--- src/rtl/fqs_pkg.sv ---
package fqs_pkg;

  typedef enum logic {
    FQS_ADDRESSED = 1'b0,
    FQS_POLLED    = 1'b1
  } fqs_mode_e;

  // a lane is live when its queue index lies below the configured count
  function automatic logic fqs_lane_live(input int quad, input int lane,
                                         input int lanes, input int count);
    return (quad * lanes + lane) < count;
  endfunction

endpackage

--- src/rtl/fqs_addr_decode.sv ---
module fqs_addr_decode #(
  parameter int ADDR_W = 8,
  parameter int ID_W   = 3,
  parameter int QUAD_W = 2
) (
  input  logic [ADDR_W-1:0] addr_i,
  input  logic              strobe_i,
  input  logic              wq_sel_i,
  input  logic [ID_W-1:0]   dev_id_i,
  input  logic              active_i,
  output logic              take_o,
  output logic              conflict_o,
  output logic [QUAD_W-1:0] quad_o,
  output logic              id_hit_o
);

  logic [ID_W-1:0] addr_dev;

  always_comb begin
    addr_dev   = addr_i[ADDR_W-1 -: ID_W];
    quad_o     = addr_i[QUAD_W-1:0];
    id_hit_o   = (addr_dev == dev_id_i);
    take_o     = active_i & strobe_i & ~wq_sel_i;
    conflict_o = active_i & strobe_i &  wq_sel_i;
  end

endmodule

--- src/rtl/fqs_sel_reg.sv ---
module fqs_sel_reg #(
  parameter int QUAD_W = 2
) (
  input  logic              clk,
  input  logic              rst_n,
  input  logic              take_i,
  input  logic              conflict_i,
  input  logic [QUAD_W-1:0] quad_i,
  input  logic              id_hit_i,
  input  logic              bypass_i,
  input  logic              active_i,
  output logic [QUAD_W-1:0] sel_quad_o,
  output logic              sel_hit_o,
  output logic              proto_err_o
);

  always_ff @(posedge clk or negedge rst_n) begin
    if (!rst_n) begin
      sel_quad_o  <= '0;
      sel_hit_o   <= 1'b0;
      proto_err_o <= 1'b0;
    end else begin
      proto_err_o <= conflict_i;
      if (active_i && bypass_i) begin
        sel_quad_o <= '0;
        sel_hit_o  <= 1'b1;
      end else if (take_i) begin
        sel_quad_o <= quad_i;
        sel_hit_o  <= id_hit_i;
      end
    end
  end

  assert_capture_R2: assert property (@(posedge clk) disable iff (!rst_n)
    (take_i && !bypass_i) |=> (sel_quad_o == $past(quad_i)));

  assert_conflict_hold_R6: assert property (@(posedge clk) disable iff (!rst_n)
    (conflict_i && !bypass_i) |=> ($stable(sel_quad_o) && $stable(sel_hit_o)));

  assert_conflict_pulse_R6: assert property (@(posedge clk) disable iff (!rst_n)
    conflict_i |=> proto_err_o);

  assert_no_spurious_err_R6: assert property (@(posedge clk) disable iff (!rst_n)
    !conflict_i |=> !proto_err_o);

  assert_bypass_quad_R7: assert property (@(posedge clk) disable iff (!rst_n)
    (active_i && bypass_i) |=> (sel_quad_o == '0 && sel_hit_o));

endmodule

--- src/rtl/fqs_bus_mux.sv ---
module fqs_bus_mux #(
  parameter int NUM_Q  = 32,
  parameter int BUS_W  = 8,
  parameter int QUAD_W = 2,
  parameter int CNT_W  = 6
) (
  input  logic              clk,
  input  logic              rst_n,
  input  logic [NUM_Q-1:0]  status_i,
  input  logic [CNT_W-1:0]  cfg_nq_i,
  input  logic [QUAD_W-1:0] sel_quad_i,
  input  logic              sel_hit_i,
  input  logic              active_i,
  output logic [BUS_W-1:0]  bus_o,
  output logic              oe_o
);

  localparam int NQUAD = NUM_Q / BUS_W;

  logic [BUS_W-1:0] group [NQUAD];
  logic [BUS_W-1:0] picked;
  logic [BUS_W-1:0] masked;

  for (genvar g = 0; g < NQUAD; g++) begin : g_group
    assign group[g] = status_i[g*BUS_W +: BUS_W];
  end

  always_comb begin
    picked = '0;
    for (int g = 0; g < NQUAD; g++) begin
      if (int'(sel_quad_i) == g) picked = group[g];
    end
    for (int i = 0; i < BUS_W; i++) begin
      masked[i] = picked[i] &
        fqs_pkg::fqs_lane_live(int'(sel_quad_i), i, BUS_W, int'(cfg_nq_i));
    end
  end

  always_ff @(posedge clk or negedge rst_n) begin
    if (!rst_n) begin
      bus_o <= '0;
      oe_o  <= 1'b0;
    end else begin
      oe_o  <= active_i & sel_hit_i;
      bus_o <= (active_i & sel_hit_i) ? masked : '0;
    end
  end

  assert_oe_follows_hit_R4: assert property (@(posedge clk) disable iff (!rst_n)
    (active_i && sel_hit_i) |=> oe_o);

  assert_oe_drops_R4: assert property (@(posedge clk) disable iff (!rst_n)
    !sel_hit_i |=> !oe_o);

  assert_quiet_bus_R4: assert property (@(posedge clk) disable iff (!rst_n)
    !oe_o |-> (bus_o == '0));

  assert_track_status_R5: assert property (@(posedge clk) disable iff (!rst_n)
    (oe_o && $stable(sel_quad_i) && $stable(status_i) && $stable(cfg_nq_i)
     && $past(oe_o)) |=> $stable(bus_o));

endmodule

--- src/rtl/flag_quad_sel.sv ---
module flag_quad_sel #(
  parameter int NUM_Q  = 32,
  parameter int BUS_W  = 8,
  parameter int ADDR_W = 8,
  parameter int ID_W   = 3,
  localparam int QUAD_W = $clog2(NUM_Q / BUS_W),
  localparam int CNT_W  = $clog2(NUM_Q + 1)
) (
  input  logic              clk,
  input  logic              rst_n,
  input  logic              flag_mode_i,
  input  logic [ID_W-1:0]   dev_id_i,
  input  logic [CNT_W-1:0]  cfg_nq_i,
  input  logic [NUM_Q-1:0]  status_i,
  input  logic [ADDR_W-1:0] addr_i,
  input  logic              strobe_i,
  input  logic              wq_sel_i,
  output logic [BUS_W-1:0]  flag_bus_o,
  output logic              flag_oe_o,
  output logic              proto_err_o
);

  fqs_pkg::fqs_mode_e mode_r;
  logic               active;
  logic               bypass;
  logic               take, conflict, id_hit, sel_hit;
  logic [QUAD_W-1:0]  dec_quad, sel_quad;

  // mode is sampled for as long as reset is held
  always_ff @(posedge clk) begin
    if (!rst_n) mode_r <= fqs_pkg::fqs_mode_e'(flag_mode_i);
  end

  assign active = (mode_r == fqs_pkg::FQS_ADDRESSED);
  assign bypass = (cfg_nq_i <= CNT_W'(BUS_W));

  fqs_addr_decode #(.ADDR_W(ADDR_W), .ID_W(ID_W), .QUAD_W(QUAD_W)) u_dec (
    .addr_i(addr_i), .strobe_i(strobe_i), .wq_sel_i(wq_sel_i),
    .dev_id_i(dev_id_i), .active_i(active),
    .take_o(take), .conflict_o(conflict), .quad_o(dec_quad), .id_hit_o(id_hit)
  );

  fqs_sel_reg #(.QUAD_W(QUAD_W)) u_sel (
    .clk(clk), .rst_n(rst_n), .take_i(take), .conflict_i(conflict),
    .quad_i(dec_quad), .id_hit_i(id_hit), .bypass_i(bypass), .active_i(active),
    .sel_quad_o(sel_quad), .sel_hit_o(sel_hit), .proto_err_o(proto_err_o)
  );

  fqs_bus_mux #(.NUM_Q(NUM_Q), .BUS_W(BUS_W), .QUAD_W(QUAD_W), .CNT_W(CNT_W)) u_mux (
    .clk(clk), .rst_n(rst_n), .status_i(status_i), .cfg_nq_i(cfg_nq_i),
    .sel_quad_i(sel_quad), .sel_hit_i(sel_hit), .active_i(active),
    .bus_o(flag_bus_o), .oe_o(flag_oe_o)
  );

  assert_scan_mode_silent_R9: assert property (@(posedge clk) disable iff (!rst_n)
    !active |=> (!flag_oe_o && flag_bus_o == '0));

  assert_reset_idle_R1: assert property (@(posedge clk) disable iff (!rst_n)
    $rose(rst_n) |-> (!proto_err_o));

endmodule

--- config.mk ---
export PLATFORM = sky130hd
export DESIGN_NAME = flag_quad_sel
export DESIGN_NICKNAME = d
export VERILOG_FILES = /design/src/rtl/fqs_pkg.sv /design/src/rtl/fqs_addr_decode.sv /design/src/rtl/fqs_sel_reg.sv /design/src/rtl/fqs_bus_mux.sv /design/src/rtl/flag_quad_sel.sv
export SDC_FILE = /design/constraint.sdc
export NUM_CORES = 1
export LEC_CHECK = 0
export BUFFER_PORTS_ARGS = -buffer_cell sky130_fd_sc_hd__buf_2
export CAP_MARGIN = 20
export CORE_UTILIZATION = 43
export DETAILED_ROUTE_END_ITERATION = 10
export PLACE_DENSITY = 0.8
export SLEW_MARGIN = 20
export SYNTH_ARGS = -nofsm -noshare
export SYNTH_HDL_FRONTEND = slang
export SYNTH_SLANG_ARGS = --single-unit
--- constraint.sdc ---
create_clock -name clk -period 3.67 [get_ports clk]
set_clock_uncertainty 0.1 [all_clocks]
set_input_delay 0.367 -clock clk [delete_from_list [all_inputs] [get_ports clk]]
set_output_delay 0.367 -clock clk [all_outputs]
set_load 0.05 [all_outputs]
# After elaboration in Yosys (flattened, before gate mapping)
# Cells that the tools add are included.
# Widths: inputs -> output; s select.
[word_totals] ff_bits=14 input_bits=54 output_inout_bits=10 elab_cells=52
[op_classes] add_sub_neg=7 n_lt_le_gt_ge=9 eq_ne=4 muxes=9 n_bitwise=14 n_reduce_logical=3
[ops] op="$lt 32x7->1" n=7
[ops] op="$mux 8" n=5
[ops] op="$add 5x3->6 const B" n=4
[ops] op="$add 5x2->6 const B" n=2
[ops] op="$and 1x1->1" n=12
[ops] op="$add 5x1->6 const B" n=1
[ops] op="$le 6x4->1 const B" n=1
[ops] op="$lt 5x6->1" n=1
[ops] op="$eq 2x2->1 const B" n=2
[ops] op="$mux 2" n=2
[ops] op="$eq 3x3->1" n=1
[ops] op="$eq 2x1->1 const B" n=1
[ops] op="$logic_not 2->1" n=1
[ops] op="$mux 1" n=2
[ops] op="$not 1->1" n=2
[ops] op="$reduce_bool 2->1" n=1
[ops] op="$logic_and 1x1->1" n=1

# Logic depth before layout (Yosys ltp)
# Gate-level depths: netlist of the first run.
[depth] word_depth=7 ltp_mapped=6

# Cells and area by module
# From an unflattened synthesis of the first run, not the netlist that was laid out.
[hier_totals] cells_unflattened=72 area_unflattened_um2=880.8
[by_module_without_submodules] module="fqs_bus_mux" n_inst=1 cells_each=48 area_per_inst_um2=613.1 seq_area_each_um2=225.2
[by_module_without_submodules] module="fqs_sel_reg" n_inst=1 cells_each=10 area_per_inst_um2=146.4 seq_area_each_um2=100.1
[by_module_without_submodules] module="fqs_addr_decode" n_inst=1 cells_each=9 area_per_inst_um2=65.1 seq_area_each_um2=0.0
[by_module_without_submodules] module="flag_quad_sel" n_inst=1 cells_each=5 area_per_inst_um2=56.3 seq_area_each_um2=30.0

# Least setup slack after synthesis of the first run
# No wires, ideal clock.
[synth_path] path_type="input to register" from="in cfg_nq_i[3]" to="reg u_mux.bus_o[0]" setup_ps=120 arrival_time_ps=1339 t_required_ps=3450 path_slack_ps=2111 cell_stages=5 path_buffers=0 path_cell_list="inv_1 ha_1 nor4bb_1 nand2_1 and3_1"
[synth_between] elab_chain_len=3
[synth_lines] element="from (decl)" line_no="flag_quad_sel.sv:13" rtl="input logic [CNT_W-1:0] cfg_nq_i,"
[synth_lines] element="$lt 5x6->1" line_no="fqs_pkg.sv:11" rtl="return (quad * lanes + lane) < count;"
[synth_lines] element="$and 1x1->1" line_no="fqs_bus_mux.sv:34" rtl="masked[i] = picked[i] &"
[synth_lines] element="$mux 8" line_no="fqs_bus_mux.sv:45" rtl="bus_o <= (active_i & sel_hit_i) ? masked : '0;"
[synth_lines] element="to (signal assigned)" line_no="fqs_bus_mux.sv:45"
[synth_lines] element="to (decl)" line_no="fqs_bus_mux.sv:14" rtl="output logic [BUS_W-1:0] bus_o,"
# No other way between the ends.
# A chain may end at the register's enable or synchronous reset.

# Final worst setup path of the first run
[layout_path] from="reg u_sel.sel_quad_o[0]" to="reg u_mux.bus_o[2]"
[layout_between] elab_chain_len=7 word_cells_on_any_way=12 classes_between="add/sub (1); order compare (1); eq/ne (3); mux (5); bitwise (1); reduce/logical (1)"
[layout_lines] element="from (decl)" line_no="fqs_sel_reg.sv:12" rtl="output logic [QUAD_W-1:0] sel_quad_o,"
[layout_lines] element="from (signal assigned)" line_no="fqs_sel_reg.sv:28" rtl="sel_quad_o <= quad_i;"
[layout_lines] element="branches (longest 5 deep; another with $lt 32x7->1)"
[layout_lines] element="$and 1x1->1 *" line_no="fqs_bus_mux.sv:34"
[layout_lines] element="$mux 8 *" line_no="fqs_bus_mux.sv:45"
# Mark *: on every way between the ends.

==> impl_metrics.toml, run 1 <==
[floorplanning]
core_mm2 = 0.001962
dieHeight_um = 47.52
die_area_mm2 = 0.002258
io_pins = 64
die_x_um = 47.52
start_util_pct = 45.41
num_rows = 16

[global_routing]
grt-ovfl-total = 0
grt_util_all_layers_pct = 19.21
grt_use_met2_pct = 33.70
grt_use_met1_pct = 21.19
grt_pass1_vias = 722
grt_max_degree = 15
use_met3_pct = 7.170
antenna_found_initial = 0
gr-max-usage-layer = "met2"
grt_pass1_wl_um = 2960

[detailed_routing]
vias = 832
drc = 0
drt_wl_total_um = 2048
drt_iter0_drc = 13
dr.pass1.iters = 4
ant_nets = 0
wl_per_cell_um = 12.64
avgViaCountPerCell = 5.136

[sta]
finalCritPeriodShare_pct = 55.53
fmax_mhz = 490.7
fin_setup_tns_ps = 0
slew_viol_final = 0
worst_pin_slew_ps = 611.8
relSlewSlack_pct = 58.66
setup_violations = 0
setup_ws_ps = 1632
period_needed_ps = 2038
hold_viol = 0
rsz0062_at_grt = "false"

[job]
drv_cap = 0

[yosys]
synthesis.area_um2 = 890.9
synth_area_leader_cell = "dfrtp_1"
ys_warn_count = 0
synth_flop_cell = "dfrtp_1"
syn_nets = 129
async_flop_share_pct = 92.86
netlist_instances = 72
synth_edf_count = 1
ys_seq_elements = 14
synth_area_per_cell_um2 = 12.37
ys_types = 27
yosysTopAreaCellShare_pct = 36.52
synth_area_leaders = "dfrtp_1 (37%), mux4_2 (18%), ha_1 (4.2%)"
synth_most_common_cell = "dfrtp_1"
ys_top_cells_by_count = "dfrtp_1 (13), mux4_2 (7), nand2_1 (6)"
yosysSeqAreaShare_pct = 39.89

[final_layout]
drive_above_1_share_pct = 53.33
fillers = 182
fin_util_pct = 63.14
antenna_cells = 0
syn2layout_area_growth_pct = 39.05
nNetsFinal = 193

[critical_path]
critical_path_required_ps = 3730
critPathMaxStageDelay_ps = 570
cp_slowest_cell = "dfrtp_1"
critPathMaxFanout = 11
path_cells = "ha_1 -> nor4bb_1 -> nand2_1 -> and3_1"
cp-end-kind = "flip-flop"
crit_buf_inv = 0
r2r_start = "u_sel.sel_quad_o[0]"
cpLargestDelayFamily = "simple AND/OR/NAND/NOR gates"
worstSetupStartpointType = "flip-flop"
cp-startpoint = "u_sel.sel_quad_o[0]"
path_class = "flip-flop to flip-flop"
cp_data_arrival_time_ps = 2090

[clock_tree]
cts_buffers = 3
insertion_delay_ps = 280
clk_pin_slew_worst_paths_ps = 80
clkSinkCount = 14
cts_buffer_depth = 2
cts_tree = "yes"
ctsResizeCount = 0
root_buffer = "clkbuf_4"
cts_max_level = 1
cts_setup_buffers = 0
ctsHoldBuffers = 1

[power]
p_total_uw = 483.5
ir_worst_vdd_mv = 0.2493
cellPowerDensity_mw_per_mm2 = 390.4
p_leak_uw = 0.0006679

[worst_hold_path]
min_from = "flag_mode_i"
hold_path_class = "input pin to flip-flop"

[run_status]
status = "finished clean"

[place]
dpl_worst_slack_ps = 1687
port-buffer-count = 60
gp_routability_congestion = 0.7610
flip-flops by register name, indices dropped and copies added, names as in the netlist:
register and flops:
u_mux.oe_o 1, u_sel.proto_err_o 1, u_sel.sel_quad_o 2, u_mux.bus_o 8, u_sel.sel_hit_o 1, mode_r 1
cell families (layout without fill, tap and decap cells):
family          after synthesis  count (layout)  share of synthesized area (%)
simple gates                 25              25                          16.99
flops                        14              14                          39.89
compound gates               10              10                          8.428
mux                          10              10                          22.89
buf+inv                       7              70                          4.635
fa+ha+maj                     3               3                          4.214
xor+xnor                      3               3                          2.950
worst paths after layout:
| kind | to | slack [ps] | cells after the start |
|---|---|---|---|
| worst min register to register | u_sel.sel_hit_o | 460 | 2 |
| worst min-delay path | mode_r | 160 | 1 |
| worst max-delay path | u_mux.bus_o[2] | 1630 | 4 |
| worst max register to register | u_mux.bus_o[2] | 1630 | 4 |
| max in group asynchronous | u_mux.bus_o[0] | 2810 | 2 |
| min in group asynchronous | u_sel.proto_err_o | 410 | 2 |
worst reg2reg max path, stage by stage (launching register included):
cell and delay (ps):
dfrtp_1 570, ha_1 400, nor4bb_1 570, nand2_1 90, and3_1 180
through the flow:
step	hold slack [ps]	cells	cell area, µm²
floorplan	-28.59	72	890.9
global placement	164.2	157	1202
detailed placement	167.4	157	1202
CTS	153.2	162	1239
global route	142.3	162	1239
finish	160.8	162	1239
placed cells by master, fill, tap and decap left out:
| master | netlist | final |
|---|---|---|
| buf_2 | 0 | 60 |
| dfrtp_1 | 13 | 13 |
| mux4_2 | 7 | 7 |
| nand2_1 | 6 | 6 |
| inv_1 | 5 | 5 |
| nor2_1 | 5 | 5 |
| and3_1 | 5 | 5 |
| and3b_1 | 3 | 3 |
| xor2_1 | 3 | 3 |
| ha_1 | 3 | 3 |
| clkbuf_4 | 0 | 3 |
| a21oi_1 | 2 | 2 |
| o31a_1 | 2 | 2 |
| mux2i_1 | 2 | 2 |
| nor2b_1 | 1 | 1 |
| nand3_1 | 1 | 1 |
| a211oi_1 | 1 | 1 |
| mux4_1 | 1 | 1 |
| o311a_1 | 1 | 1 |
| o21a_1 | 1 | 1 |
| o21ai_0 | 1 | 1 |
| nor4bb_1 | 1 | 1 |
| nand2b_1 | 1 | 1 |
| o211a_1 | 1 | 1 |
| nor3b_2 | 1 | 1 |
| nor4_2 | 1 | 1 |
| o21bai_1 | 1 | 1 |
| clkbuf_1 | 0 | 1 |
| dlygate4sd3_1 | 0 | 1 |
| edfxtp_1 | 1 | 1 |
report_power, final:
| group | switching, µW | internal, µW | total [µW] |
|---|---|---|---|
| logic | 107 | 91.3 | 198 |
| clock network | 43.5 | 42.1 | 85.6 |
| registers | 22.7 | 177 | 200 |
metal layers:
| metal | wire, µm | part of all wire, % | up-vias |
|---|---|---|---|
| li1 | - | - | 399 |
| met4 | 19 | 0.93 | 0 |
| met1 | 797 | 39 | 393 |
| met5 | 0 | 0 | - |
| met3 | 148 | 7.2 | 4 |
| met2 | 1082 | 53 | 36 |
cell type report:
class,instances,area [µm²],share of cell area [%]
inverter,5,18.77,1.515
multi-input combinational,51,494.2,39.90
sequential,14,355.3,28.69
timing repair buffer,61,310.3,25.05
clock buffer,4,26.28,2.121
tap,27,33.78,2.727
No activity file was read; power rests on OpenSTA's default activity.
==> run 2: changes to the inputs <==
Settings changed: ABC_AREA set to 1, CORE_UTILIZATION 43 to 42, PLACE_DENSITY 0.8 to 0.74.
Clock period 3.67 ns to 2 ns, I/O delays scaled along.
==> impl_metrics.toml, run 2 <==
[run_status]
status = "finished clean"

[detailed_routing]
drt_iter0_drc = 15
avgViaCountPerCell = 4.558
drc = 0
drt_wl_total_um = 2479
vias = 1144
ant_nets = 0
dr.pass1.iters = 4
wl_per_cell_um = 9.876

[clock_tree]
ctsResizeCount = 0
root_buffer = "clkbuf_4"
clk_pin_slew_worst_paths_ps = 80
cts_setup_buffers = 0
insertion_delay_ps = 280
cts_buffer_depth = 2
cts_max_level = 1
cts_buffers = 3
ctsHoldBuffers = 2
cts_tree = "yes"
clkSinkCount = 14

[critical_path]
cp-end-kind = "flip-flop"
cp_slowest_cell = "dfrtp_1"
critical_path_required_ps = 2120
worstSetupStartpointType = "flip-flop"
reg2reg_slack_ps = 370
r2r_start = "u_sel.sel_quad_o[1]"
critPathMaxStageDelay_ps = 640
cpLargestDelayFamily = "flip-flops"
crit_top_cell = "nand2_1"
path_cells = "ha_1 -> nand2_1 -> inv_1 -> a21oi_1 -> nand2_1 -> nor2_1"
critPathMaxFanout = 14
r2r_end = "u_mux.bus_o[5]"
cp_data_arrival_time_ps = 1750
cp_num_cells = 6
crit_buf_inv = 1
path_class = "flip-flop to flip-flop"
ff2ff_path_depth = 6

[global_routing]
gr-max-usage-layer = "met2"
grt_max_degree = 15
use_met3_pct = 2.632
grt_util_all_layers_pct = 21.28
grt_use_met2_pct = 34.62
antenna_found_initial = 0
grt_pass1_vias = 1057
grt-ovfl-total = 0
grt_use_met1_pct = 27.72
grt_pass1_wl_um = 4278

[sta]
hold_viol = 0
finalCritPeriodShare_pct = 81.65
rsz0062_at_grt = "false"
relSlewSlack_pct = 69.04
period_needed_ps = 1633
slew_viol_final = 0
worst_pin_slew_ps = 464.4
setup_violations = 0
fmax_mhz = 612.4
fin_setup_tns_ps = 0

[floorplanning]
num_rows = 17
core_mm2 = 0.002276
die_x_um = 51.88
dieHeight_um = 51.88
io_pins = 64
start_util_pct = 45.90
die_area_mm2 = 0.002691

[power]
ir_worst_vdd_mv = 0.3473
cellPowerDensity_mw_per_mm2 = 671.1
p_leak_uw = 0.0008493

[yosys]
syn_nets = 217
synth_area_per_cell_um2 = 6.530
synth_area_leader_cell = "dfrtp_1"
synth_flop_cell = "dfrtp_1"
netlist_instances = 160
synthesis.area_mm2 = 0.001045
synth_edf_count = 1
synth_area_leaders = "dfrtp_1 (31%), nand2_1 (15%), inv_1 (8.6%)"
ys_top_cells_by_count = "nand2_1 (43), inv_1 (24), nor2_1 (17)"
yosysTopAreaCellShare_pct = 31.14
ys_types = 21
yosysSeqAreaShare_pct = 34.01
ys_warn_count = 0
synth_most_common_cell = "nand2_1"
async_flop_share_pct = 92.86
ys_seq_elements = 14

[worst_hold_path]
min_to = "u_sel.proto_err_o"
hold_path_class = "input pin to flip-flop"
min_from = "strobe_i"
hold_depth = 3

[final_layout]
antenna_cells = 0
final_cells = 251
reg_top3 = "u_mux.bus_o: 8 flops, u_sel.sel_quad_o: 2 flops"
nNetsFinal = 281
syn2layout_area_growth_pct = 34.85
drive_above_1_share_pct = 32.74
final_cell_mix = "buf_2 (60), nand2_1 (43), inv_1 (24)"
largest_reg_flops = 8
final_common_cell = "buf_2"
top_register = "u_mux.bus_o"

[place]
place_hpwl_um = 2047
port-buffer-count = 60
gp_routability_congestion = 0.8460
placedCellCount = 245

[job]
drv_cap = 0
==> run 2: changes by cell type in the layout (fill, tap and decap cells not counted), sizes merged, moves of 9 or more <==
cell	change
nand2	+38
inv	+21
nor2	+15
nand3	+14
or2	+11
o21ai	+9
==> run 2: worst register-to-register path, delay by kind of cell (launching register included) <==
kind,cells,cell delay (ps)
compound gates,1,170
simple gates,3,240
flops,1,640
fa+ha+maj,1,320
buf+inv,1,110
==> run 2: routing by layer <==
metal / vias up / part of all wire, %
met3: 4 / 4.8
met5: - / 0
met4: 0 / 0.93
met1: 483 / 46
met2: 38 / 49
li1: 619 / -
==> run 2: power by group <==
part / switching (µW) / leakage, µW / internal (µW)
combinational: 252 / 0.000645 / 136
clock: 92.7 / 0.0000210 / 111
sequential: 32.4 / 0.000183 / 321
total: 378 / 0.000849 / 568
==> run 2: area by class of cell <==
type	instances	area (µm²)
clock buffer	4	36.28
fill	228	867.1
inverter	26	97.59
multi-input combinational	117	564.3
sequential	14	355.3
tap	28	35.03
timing repair buffer	62	320.3
==> run 2: how the worst max path moves through the flow <==
stage / slack [ps] / end / from
after floorplan: 700 / u_mux.bus_o[1] / u_sel.sel_quad_o[1]
after detailed placement: 380 / u_mux.bus_o[5] / u_sel.sel_quad_o[1]
final: 370 / u_mux.bus_o[5] / u_sel.sel_quad_o[1]
after global routing: 210 / u_mux.bus_o[5] / u_sel.sel_quad_o[1]
after global placement: 420 / u_mux.bus_o[4] / u_sel.sel_quad_o[1]
after CTS: 360 / u_mux.bus_o[5] / u_sel.sel_quad_o[1]
==> run 2: through the flow <==
| stage | cell area [µm²] | setup slack [ps] | power [µW] | hold slack (ps) | util, % |
|---|---|---|---|---|---|
| 3_3_place_gp | 1353 | 421.8 | 735.9 | 5.938 | 59.43 |
| 4_1_cts | 1409 | 360.1 | 952.5 | 30.03 | 61.90 |
| 6_report | 1409 | 367.1 | 945.5 | 39.25 | 61.90 |
| 3_5_place_dp | 1353 | 381.0 | 746.6 | 7.197 | 59.43 |
| 2_1_floorplan | 1045 | 701.5 | 633.4 | -195.6 | - |
| 5_1_grt | 1409 | 211.8 | 1023 | 39.16 | 61.90 |
==> run 2: cells by family after synthesis <==
family                     Yosys count  synth area share (%)
DFF                                 14                 34.01
adders and majority gates            3                 3.593
xor gates and xnor gates             2                 1.677
buffers and inverters               29                 11.98
AOI/OAI and AO/OA                   18                 8.622
and+or+nand+nor                     94                 40.12
==> run 3: changes to the inputs <==
Settings changed: CORE_ASPECT_RATIO set to 2, CORE_UTILIZATION 42 to 38, PLACE_DENSITY 0.74 to 0.71.
Clock period 2 ns to 1.4 ns, I/O delays scaled along.
==> impl_metrics.toml, run 3 (same netlist as run 2, synthesis figures left out) <==
[worst_hold_path]
hold_depth = 3
min_from = "strobe_i"
min_to = "u_sel.proto_err_o"
hold_path_class = "input pin to flip-flop"

[final_layout]
top_register = "u_mux.bus_o"
syn2layout_area_growth_pct = 44.43
antenna_cells = 0
nNetsFinal = 285
drive_above_1_share_pct = 38.33
final_cell_mix = "buf_2 (61), nand2_1 (40), inv_1 (23)"
final_common_cell = "buf_2"
fillers = 269
largest_reg_flops = 8
final_cells = 255
reg_top3 = "u_mux.bus_o: 8 flops, u_sel.sel_quad_o: 2 flops"

[place]
place_hpwl_um = 2124
dpl_worst_slack_ps = 35.04
gp_routability_congestion = 0.7797
port-buffer-count = 60
placedCellCount = 248

[critical_path]
cp-end-kind = "flip-flop"
cp_data_arrival_time_ps = 1470
ff2ff_path_depth = 6
critical_path_required_ps = 1480
r2r_start = "u_sel.sel_quad_o[1]"
worstSetupStartpointType = "flip-flop"
path_class = "flip-flop to flip-flop"
reg2reg_slack_ps = 5
r2r_end = "u_mux.bus_o[5]"
critPathMaxFanout = 6

[sta]
slew_viol_final = 0
fmax_mhz = 716.9
finalCritPeriodShare_pct = 99.63
setup_violations = 0
relSlewSlack_pct = 76.37
worst_pin_slew_ps = 350.8
hold_viol = 0
setup_ws_ps = 5.129
period_needed_ps = 1395

[clock_tree]
cts_buffers = 3
cts_max_level = 1
root_buffer = "clkbuf_8"
clk_pin_slew_worst_paths_ps = 60
insertion_delay_ps = 250
clkSinkCount = 14
cts_setup_buffers = 0
cts_buffer_depth = 2
cts_tree = "yes"

[power]
p_total_uw = 1488
p_leak_uw = 0.0008857
cellPowerDensity_mw_per_mm2 = 985.9
ir_worst_vdd_mv = 0.5538

[detailed_routing]
drt_iter0_drc = 23
dr.pass1.iters = 4
wl_per_cell_um = 10.93
ant_nets = 0
vias = 1181
drc = 0
drt_wl_total_um = 2787
avgViaCountPerCell = 4.631

[global_routing]
grt_util_all_layers_pct = 19.01
grt_max_degree = 14
grt-ovfl-total = 0
grt_pass1_wl_um = 4084
antenna_found_initial = 0
grt_pass1_vias = 1054

[job]
drv_cap = 0

[floorplanning]
num_rows = 26
die_x_um = 39.08
die_area_mm2 = 0.002976
io_pins = 64
start_util_pct = 40.65
core_mm2 = 0.002570
dieHeight_um = 76.15

[run_status]
status = "finished clean"
==> run 3: cell types whose count changed in the layout (fill, tap and decap cells not counted), sizes merged <==
cell	previous run	this run
buf	60	64
==> run 3: critical path, stage by stage (launching register included) <==
cell	delay (ps)
dfrtp_2	440
ha_4	230
nand2_4	70
inv_2	70
a21oi_1	220
nand2_1	100
nor2_1	80
==> run 3: how the worst max path moves through the flow <==
| stage | cells after the start | start | slack, ps | to |
|---|---|---|---|---|
| after global placement | 6 | u_sel.sel_quad_o[0] | 50 | u_mux.bus_o[2] |
| after CTS | 6 | u_sel.sel_quad_o[0] | 2 | u_mux.bus_o[0] |
| after detailed placement | 5 | u_sel.sel_quad_o[1] | 40 | u_mux.bus_o[3] |
| after floorplan | 6 | u_sel.sel_quad_o[1] | 100 | u_mux.bus_o[1] |
| after global routing | 6 | u_sel.sel_quad_o[1] | -50 | u_mux.bus_o[5] |
| final | 6 | u_sel.sel_quad_o[1] | 5 | u_mux.bus_o[5] |
==> run 3: through the flow <==
step / utilization, % / TNS (ps) / hold WS, ps / cell area (µm²)
final: 58.71 / 0 / 14.32 / 1509
after global routing: 58.71 / -60.31 / 38.53 / 1509
after CTS: 56.04 / 0 / 16.47 / 1440
after detailed placement: 53.51 / 0 / 6.125 / 1375
after global placement: 53.51 / 0 / -3.733 / 1375
after floorplan: - / 0 / -255.6 / 1045
==> run 3: final cells by class <==
class                           count  area [µm²]  share of cell area (%)
Clock buffer                        4       45.04                   2.985
Inverter                           26       97.59                   6.468
Multi-Input combinational cell    117       619.3                   41.04
Sequential cell                    14       356.6                   23.63
Tap cell                           28       35.03                   2.322
Timing Repair Buffer               66       355.3                   23.55
==> run 3: power breakdown <==
group          internal (µW)  switching [µW]  leakage, µW  total, µW
Sequential               461            25.6     0.000182        487
Combinational            241             417     0.000681        658
Clock                    201             142    0.0000228        343
==> run 3: metal layers <==
| layer | wire length (µm) | GRT usage, % | up-vias |
|---|---|---|---|
| li1 | - | - | 626 |
| met1 | 994 | 19.89 | 505 |
| met2 | 1589 | 33.50 | 43 |
| met3 | 111 | 2.041 | 7 |
| met4 | 91 | 10.34 | 0 |
| met5 | 0 | 0 | - |
==> run 3: timing repair <==
item,in CTS,in global routing
endpoints found under the hold margin,14,0
hold buffers,2,0
gates resized for setup,0,15
endpoints found under the setup margin,0,8
